--- config.mk ---
export PLATFORM = sky130hd
export DESIGN_NAME = gpio_capture_ctl
export DESIGN_NICKNAME = d
export VERILOG_FILES = /design/src/rtl/gpc_pkg.sv /design/src/rtl/gpc_sync.sv /design/src/rtl/gpc_irq_cond.sv /design/src/rtl/gpc_capture.sv /design/src/rtl/gpc_mode_dec.sv /design/src/rtl/gpio_capture_ctl.sv
export SDC_FILE = /design/constraint.sdc
export NUM_CORES = 1
export LEC_CHECK = 0
export BUFFER_PORTS_ARGS = -buffer_cell sky130_fd_sc_hd__buf_2
export CORE_ASPECT_RATIO = 1.25
export CORE_MARGIN = 4
export CORE_UTILIZATION = 43
export CTS_CLUSTER_DIAMETER = 50
export CTS_CLUSTER_SIZE = 12
export DETAILED_ROUTE_END_ITERATION = 8
export PLACE_DENSITY_LB_ADDON = 0.05
export SLEW_MARGIN = 20
export SYNTH_ARGS = -nofsm -noshare
export SYNTH_HDL_FRONTEND = slang
export SYNTH_SLANG_ARGS = --single-unit
--- constraint.sdc ---
create_clock -name clk -period 0.94 [get_ports clk]
set_input_delay 0.188 -clock clk [delete_from_list [all_inputs] [get_ports clk]]
set_output_delay 0.188 -clock clk [all_outputs]
set_load 0.02 [all_outputs]
--- src/rtl/gpc_pkg.sv ---
package gpc_pkg;

  typedef enum logic [1:0] {
    PM_GPIO    = 2'b00,
    PM_PIX_OUT = 2'b01,
    PM_PIX_IN  = 2'b10,
    PM_RSVD    = 2'b11
  } port_mode_e;

endpackage

--- src/rtl/gpc_sync.sv ---
module gpc_sync #(
  parameter int WIDTH  = 1,
  parameter int STAGES = 2
) (
  input  logic             clk,
  input  logic             rst,
  input  logic [WIDTH-1:0] d,
  output logic [WIDTH-1:0] q
);

  logic [WIDTH-1:0] stage [STAGES];

  always_ff @(posedge clk) begin
    if (rst) stage[0] <= '0;
    else     stage[0] <= d;
  end

  for (genvar s = 1; s < STAGES; s++) begin : g_stage
    always_ff @(posedge clk) begin
      if (rst) stage[s] <= '0;
      else     stage[s] <= stage[s-1];
    end
  end

  assign q = stage[STAGES-1];

endmodule

--- src/rtl/gpc_irq_cond.sv ---
module gpc_irq_cond (
  input  logic clk,
  input  logic rst,
  input  logic lvl_sync,
  input  logic invert,
  input  logic edge_mode,
  input  logic clear,
  output logic status,
  output logic rise
);

  logic cond;
  logic cond_q;
  logic rise_c;

  assign cond   = lvl_sync ^ invert;
  assign rise_c = cond & ~cond_q;

  always_ff @(posedge clk) begin
    if (rst) begin
      cond_q <= 1'b0;
      rise   <= 1'b0;
      status <= 1'b0;
    end else begin
      cond_q <= cond;
      rise   <= rise_c;
      if (!edge_mode) status <= cond;
      else            status <= rise_c | (status & ~clear);
    end
  end

endmodule

--- src/rtl/gpc_capture.sv ---
module gpc_capture #(
  parameter int DATA_W = 8
) (
  input  logic              clk,
  input  logic              rst,
  input  logic              strobe_sync,
  input  logic [DATA_W-1:0] data_sync,
  input  logic              falling_sel,
  output logic [DATA_W-1:0] cap_data,
  output logic              cap_valid
);

  logic strobe_q;
  logic hit;

  always_comb begin
    if (falling_sel) hit = ~strobe_sync & strobe_q;
    else             hit = strobe_sync & ~strobe_q;
  end

  always_ff @(posedge clk) begin
    if (rst) begin
      strobe_q  <= 1'b0;
      cap_valid <= 1'b0;
      cap_data  <= '0;
    end else begin
      strobe_q  <= strobe_sync;
      cap_valid <= hit;
      if (hit) cap_data <= data_sync;
    end
  end

endmodule

--- src/rtl/gpc_mode_dec.sv ---
module gpc_mode_dec
  import gpc_pkg::*;
#(
  parameter int DATA_W = 8
) (
  input  logic              clk,
  input  logic              rst,
  input  logic [1:0]        port_mode,
  input  logic              clk_mode,
  input  logic [DATA_W-1:0] gp_dir,
  output logic [DATA_W-1:0] data_oe,
  output logic              pclk_oe,
  output logic              pclk_in_sel
);

  port_mode_e       mode;
  logic [DATA_W-1:0] oe_c;

  assign mode = port_mode_e'(port_mode);

  always_comb begin
    unique case (mode)
      PM_GPIO:    oe_c = gp_dir;
      PM_PIX_OUT: oe_c = '1;
      PM_PIX_IN:  oe_c = '0;
      default:    oe_c = '0;
    endcase
  end

  always_ff @(posedge clk) begin
    if (rst) begin
      data_oe     <= '0;
      pclk_oe     <= 1'b0;
      pclk_in_sel <= 1'b0;
    end else begin
      data_oe     <= oe_c;
      pclk_oe     <= clk_mode;
      pclk_in_sel <= ~clk_mode & (mode == PM_PIX_IN);
    end
  end

endmodule

--- src/rtl/gpio_capture_ctl.sv ---
module gpio_capture_ctl #(
  parameter int DATA_W      = 8,
  parameter int SYNC_STAGES = 2
) (
  input  logic              clk,
  input  logic              rst,
  input  logic              irq_pin,
  input  logic              irq_invert,
  input  logic              irq_edge_mode,
  input  logic              irq_clear,
  output logic              irq_status,
  output logic              irq_rise,
  input  logic              strobe_pin,
  input  logic              cap_falling,
  input  logic [DATA_W-1:0] gp_in,
  output logic [DATA_W-1:0] cap_data,
  output logic              cap_valid,
  input  logic [1:0]        port_mode,
  input  logic              clk_mode,
  input  logic [DATA_W-1:0] gp_dir,
  output logic [DATA_W-1:0] data_oe,
  output logic              pclk_oe,
  output logic              pclk_in_sel
);

  localparam int CAP_W = DATA_W + 1;

  logic             irq_sync_lvl;
  logic [CAP_W-1:0] cap_sync;

  gpc_sync #(.WIDTH(1), .STAGES(SYNC_STAGES)) u_irq_sync (
    .clk (clk),
    .rst (rst),
    .d   (irq_pin),
    .q   (irq_sync_lvl)
  );

  gpc_sync #(.WIDTH(CAP_W), .STAGES(SYNC_STAGES)) u_cap_sync (
    .clk (clk),
    .rst (rst),
    .d   ({strobe_pin, gp_in}),
    .q   (cap_sync)
  );

  gpc_irq_cond u_irq (
    .clk       (clk),
    .rst       (rst),
    .lvl_sync  (irq_sync_lvl),
    .invert    (irq_invert),
    .edge_mode (irq_edge_mode),
    .clear     (irq_clear),
    .status    (irq_status),
    .rise      (irq_rise)
  );

  gpc_capture #(.DATA_W(DATA_W)) u_cap (
    .clk         (clk),
    .rst         (rst),
    .strobe_sync (cap_sync[CAP_W-1]),
    .data_sync   (cap_sync[DATA_W-1:0]),
    .falling_sel (cap_falling),
    .cap_data    (cap_data),
    .cap_valid   (cap_valid)
  );

  gpc_mode_dec #(.DATA_W(DATA_W)) u_dec (
    .clk         (clk),
    .rst         (rst),
    .port_mode   (port_mode),
    .clk_mode    (clk_mode),
    .gp_dir      (gp_dir),
    .data_oe     (data_oe),
    .pclk_oe     (pclk_oe),
    .pclk_in_sel (pclk_in_sel)
  );

endmodule

# --- After elaboration in Yosys (flattened, before gate mapping) ---
# Memory sizes are Yosys's and may differ from the RTL's.
# Cells that the tools add are included.
op_classes:
  reduce_logical: 1
  n_bitwise: 16
  eq_ne: 2
  n_mux: 10
op_table:
  columns: ["operator", "n"]
  rows:
  - ["$mux W9", 2]
  - ["$pmux W8 S2", 1]
  - ["$mux W1", 7]
  - ["$and A1 B1 Y1", 5]
  - ["$not A1 Y1", 5]
  - ["$or A1 B1 Y1", 5]
  - ["$eq A2 B1 Y1 const B", 1]
  - ["$eq A2 B2 Y1 const B", 1]
  - ["$logic_not A2 Y1", 1]
  - ["$xor A1 B1 Y1", 1]
word_totals:
  mem_bits_rw: 20
  memories: 2
  input_bits: 27
  out_inout_bits: 21
  register_bits: 23
  elab_cells: 40
mem_list:
  columns: ["name", "depth", "word_bits", "rd", "rd_ports_with_merged_regs", "wr", "line_no", "rtl"]
  rows:
  - ["u_cap_sync.stage", 2, 9, 2, 0, 2, "gpc_sync.sv:11", "logic [WIDTH-1:0] stage [STAGES];"]
  - ["u_irq_sync.stage", 2, 1, 2, 0, 2, "gpc_sync.sv:11", null]

# --- Logic depth before layout (Yosys ltp) ---
logic_depth:
  ltp_word: 4
  depth_mapped: 4
  mapped_depth_nobuf: 3

# --- By module ---
# From an unflattened synthesis, not the netlist that was laid out.
unflattened:
  hier_cells: 113
  hier_area_um2: 1378.8
modules_own_cells:
  columns: ["module", "instances", "seq_area_each_um2", "area_per_inst_um2", "cells_per_inst"]
  rows:
  - ["gpc_sync at u_cap_sync", 1, 360.3, 489.2, 37]
  - ["gpc_capture", 1, 200.2, 422.9, 41]
  - ["gpc_mode_dec", 1, 200.2, 312.8, 22]
  - ["gpc_irq_cond", 1, 60.1, 101.3, 9]
  - ["gpc_sync at u_irq_sync", 1, 40.0, 52.6, 4]

# --- Worst setup path after synthesis ---
# Ideal clock, no wire load.
synth_path:
  kind: "flip-flop to flip-flop"
  start: "memory u_cap_sync.stage[1][8] (netlist name)"
  end: "register u_cap.cap_data[0]"
  path_stages_with_launch: 5
  setup_time_ns: 0.072
  t_required_ns: 0.868
  setup_slack_ns: -0.058
  n_path_buf: 1
  synth_period_minus_slack_ns: 0.998
  arrival_ns: 0.926
  path_cell_list: "dfxtp_1 > and3b_1 > a21oi_2 > buf_6 > mux2i_1"
synth_lines:
  columns: ["element", "line_no", "rtl"]
  rows:
  - ["from (decl)", "gpc_sync.sv:11", null]
  - ["to (signal assigned)", "gpc_capture.sv:29", "if (hit) cap_data <= data_sync;"]
  - ["to (decl)", "gpc_capture.sv:9", "output logic [DATA_W-1:0] cap_data,"]

==> metrics.txt <==
outcome=complete, but fails checks; failing checks=setup timing; met2 WL=between 1 and 1.5 mm; flop2flop setup slack=-130 ps; worst path buffer plus inverter count=1; Mapped Cells=roughly 120; hold_sp=gp_dir[1]; r2r startpoint=u_cap_sync.stage[1][8]$_SDFF_PP0_; PwrDens=1640 nW/um^2; fin crit period=~1100 ps; initial core utilization=0.455; fmax=a little over 900 MHz; IO Pins=48; PortBufs=47; CTS Buffer Depth=2; antenna violations before repair=0; drt via density=roughly 4.4; Root Driver=clkbuf_4; Worst-path clk slew=approximately 110 ps; Critical Path RT=1200 ps; Synth area leader=dfxtp_1; power after layout=~0.0031 W; Critical Path AT=roughly 1300 ps; wire length on met1=880 um; number of global-route vias before repair=910; Die Ht=70.7 um; largest cells by area after synthesis=dfxtp_1, nor2b_1, nand2b_1; worst-case reg-to-reg path depth=4; Min-Delay Path Class=in2reg; total grt overflow=0; CP startpoint kind=flop; CTS buffer count=5; Max-Cap Viols=0; Period Utilization, post-route=1.14; DR WL/cell=10.7 um; leakage=a little under 0.9 nW; final-stage net count=between 150 and 200; layout overhead on the synthesized area=40.8%; H-tree Lvls=2; Max IR drop VDD=around 1.1 mV; Yosys top cell area share=0.636; crit path kind=reg2reg; crit end category=flop; core area=around 3000 um^2; syn nets=~140; met3 wire len=247 um; cell area after synthesis=roughly 1400 um^2; DR vias=roughly 900; DRC errors left=0; std cell rows=22; crit path max fanout=9; first-pass GRT wire length=3.69 mm; reg2reg end=u_cap.cap_data[6]$_SDFFE_PP0P_; antenna-violating nets left=0; placed wire-length estimate=1.57 mm; commonest non-fill, non-tap cell in the layout=buf_2; TNS Setup=-1840 ps; Sink Count=43; Cell Chain, Critical Path=and3b_1 > a21oi_2 > buf_12 > mux2i_1; RePlAce Congestion=between 0.6 and 0.7; Yosys reg bits=43; layout cells sized above 1=0.500; Total GRT Usage=0.120; final hold slack=slightly below 50 ps; chip width=just under 60 um; Slew HR=0.796; post-synthesis sequential area ratio=0.636; post-route worst setup slack=-131 ps; Pre-antenna DRT Iters=4; ANT cells=0; Final Max Tran Viols=0; CTS tree=built; max layer used=met4; final wirelength=about 2.2 mm; Netlist cell types=20; Hold Crit Endpoint=u_dec.data_oe[1]$_SDFF_PP0_; RSZ-0062 raised after global routing=yes; Yosys Warn Count=0; 1st-iter DRT viols=8; Final Hold Vio Count=0; CP top delay family=flip-flops; worst-margin pin slew=306 ps; Hold Crit Depth=2; Avg Synthesized Cell Area=approximately 12 um^2; largest net degree at the start of global routing=25; Worst-Skew Late Latency=between 300 and 400 ps; most frequent cells in the layout=buf_2, dfxtp_1, nor2b_1, dfxtp_2, buf_6; Post-Route Skew=just over 7 ps; Crit path largest cell delay=340 ps; die area=4120 um^2; CP max-delay cell=dfxtp_2; cell count along the critical path=4; Setup Viol. Count Final=30; dpl ws=-124 ps
[logic make-up (layout without fill, tap and decap cells)]
| group | Yosys count | count (layout) | synth area share |
|---|---|---|---|
| compound gates | 10 | 10 | 0.0564 |
| flops | 43 | 43 | 0.636 |
| mux | 8 | 8 | 0.0592 |
| buf+inv | 6 | 63 | 0.0249 |
| simple gates | 47 | 47 | 0.217 |
| xor+xnor | 1 | 1 | 0.00647 |
[layer usage]
| metal | GRT usage | vias up |
|---|---|---|
| li1 | - | 478 |
| met1 | 0.120 | 396 |
| met2 | 0.192 | 37 |
| met3 | 0.0748 | 8 |
| met4 | 0.0619 | 0 |
| met5 | 0 | - |
[worst max path at each step]
stage | end | slack [ps] | startpoint
2_1_floorplan | u_cap.cap_data[0]$_SDFFE_PP0P_ | -40 | u_cap_sync.stage[1][8]$_SDFF_PP0_
3_3_place_gp | u_cap.cap_data[3]$_SDFFE_PP0P_ | -60 | u_cap_sync.stage[1][8]$_SDFF_PP0_
3_5_place_dp | u_cap.cap_data[7]$_SDFFE_PP0P_ | -120 | u_cap_sync.stage[1][8]$_SDFF_PP0_
4_1_cts | u_cap.cap_data[7]$_SDFFE_PP0P_ | -150 | u_cap_sync.stage[1][8]$_SDFF_PP0_
5_1_grt | u_cap.cap_data[6]$_SDFFE_PP0P_ | -200 | u_cap_sync.stage[1][8]$_SDFF_PP0_
6_report | u_cap.cap_data[6]$_SDFFE_PP0P_ | -130 | u_cap_sync.stage[1][8]$_SDFF_PP0_
[power breakdown]
part           internal [W]  switching (W)  leakage, nW
Clock              0.000347       0.000517       0.0341
Sequential          0.00190      0.0000263        0.362
Combinational      0.000186       0.000137        0.478
Total               0.00244       0.000680        0.874
[registers in the layout, indices dropped and copies added, names as in the netlist]
| signal | cells |
|---|---|
| u_cap.cap_data | 8 |
| u_dec.pclk_in_sel | 1 |
| u_irq.rise | 1 |
| u_dec.pclk_oe | 1 |
| u_dec.data_oe | 8 |
| u_irq.status | 1 |
| u_cap.cap_valid | 1 |
| u_cap.strobe_q | 1 |
| u_cap_sync.stage | 18 |
| u_irq.cond_q | 1 |
| u_irq_sync.stage | 2 |
[layout make-up]
class,instances,area [um^2]
timing repair buffer,56,458
tap,36,45.0
sequential,43,887
clock inverter,1,5.00
multi-input combinational,66,459
clock buffer,6,51.3
fill,241,1070
[cell usage after synthesis]
cell type	instances
o21a_1	8
nor2b_2	1
nand2_1	1
xnor2_1	1
nor4bb_1	1
and3b_1	1
mux2i_1	8
buf_2	3
buf_1	1
a21o_1	1
a21oi_2	1
nor2_1	3
dfxtp_1	43
nor3_1	1
buf_6	1
nand2b_1	16
clkbuf_1	1
nor4b_1	1
nor2_2	1
nor2b_1	21
[per-stage QoR]
stage	instance area (um^2)	std cells	util
5_1_grt	1910	208	0.641
3_5_place_dp	1660	197	0.560
3_3_place_gp	1660	197	0.560
6_report	1910	208	0.641
2_1_floorplan	1360	115	-
4_1_cts	1900	207	0.638
[worst reg2reg max path, stage by stage, from the launching register on]
cell	delay (ps)
dfxtp_2	340
and3b_1	170
a21oi_2	150
buf_12	160
mux2i_1	180
[timing repair]
item / 4_1_cts / 5_1_grt
hold buffers: 1 / 0
hold endpoints to repair: 1 / 0
endpoints found under the setup margin: 30 / 30
buffers inserted: 2 / 1
gates resized for setup: 61 / 0
No activity file was read; power rests on OpenSTA's default activity.
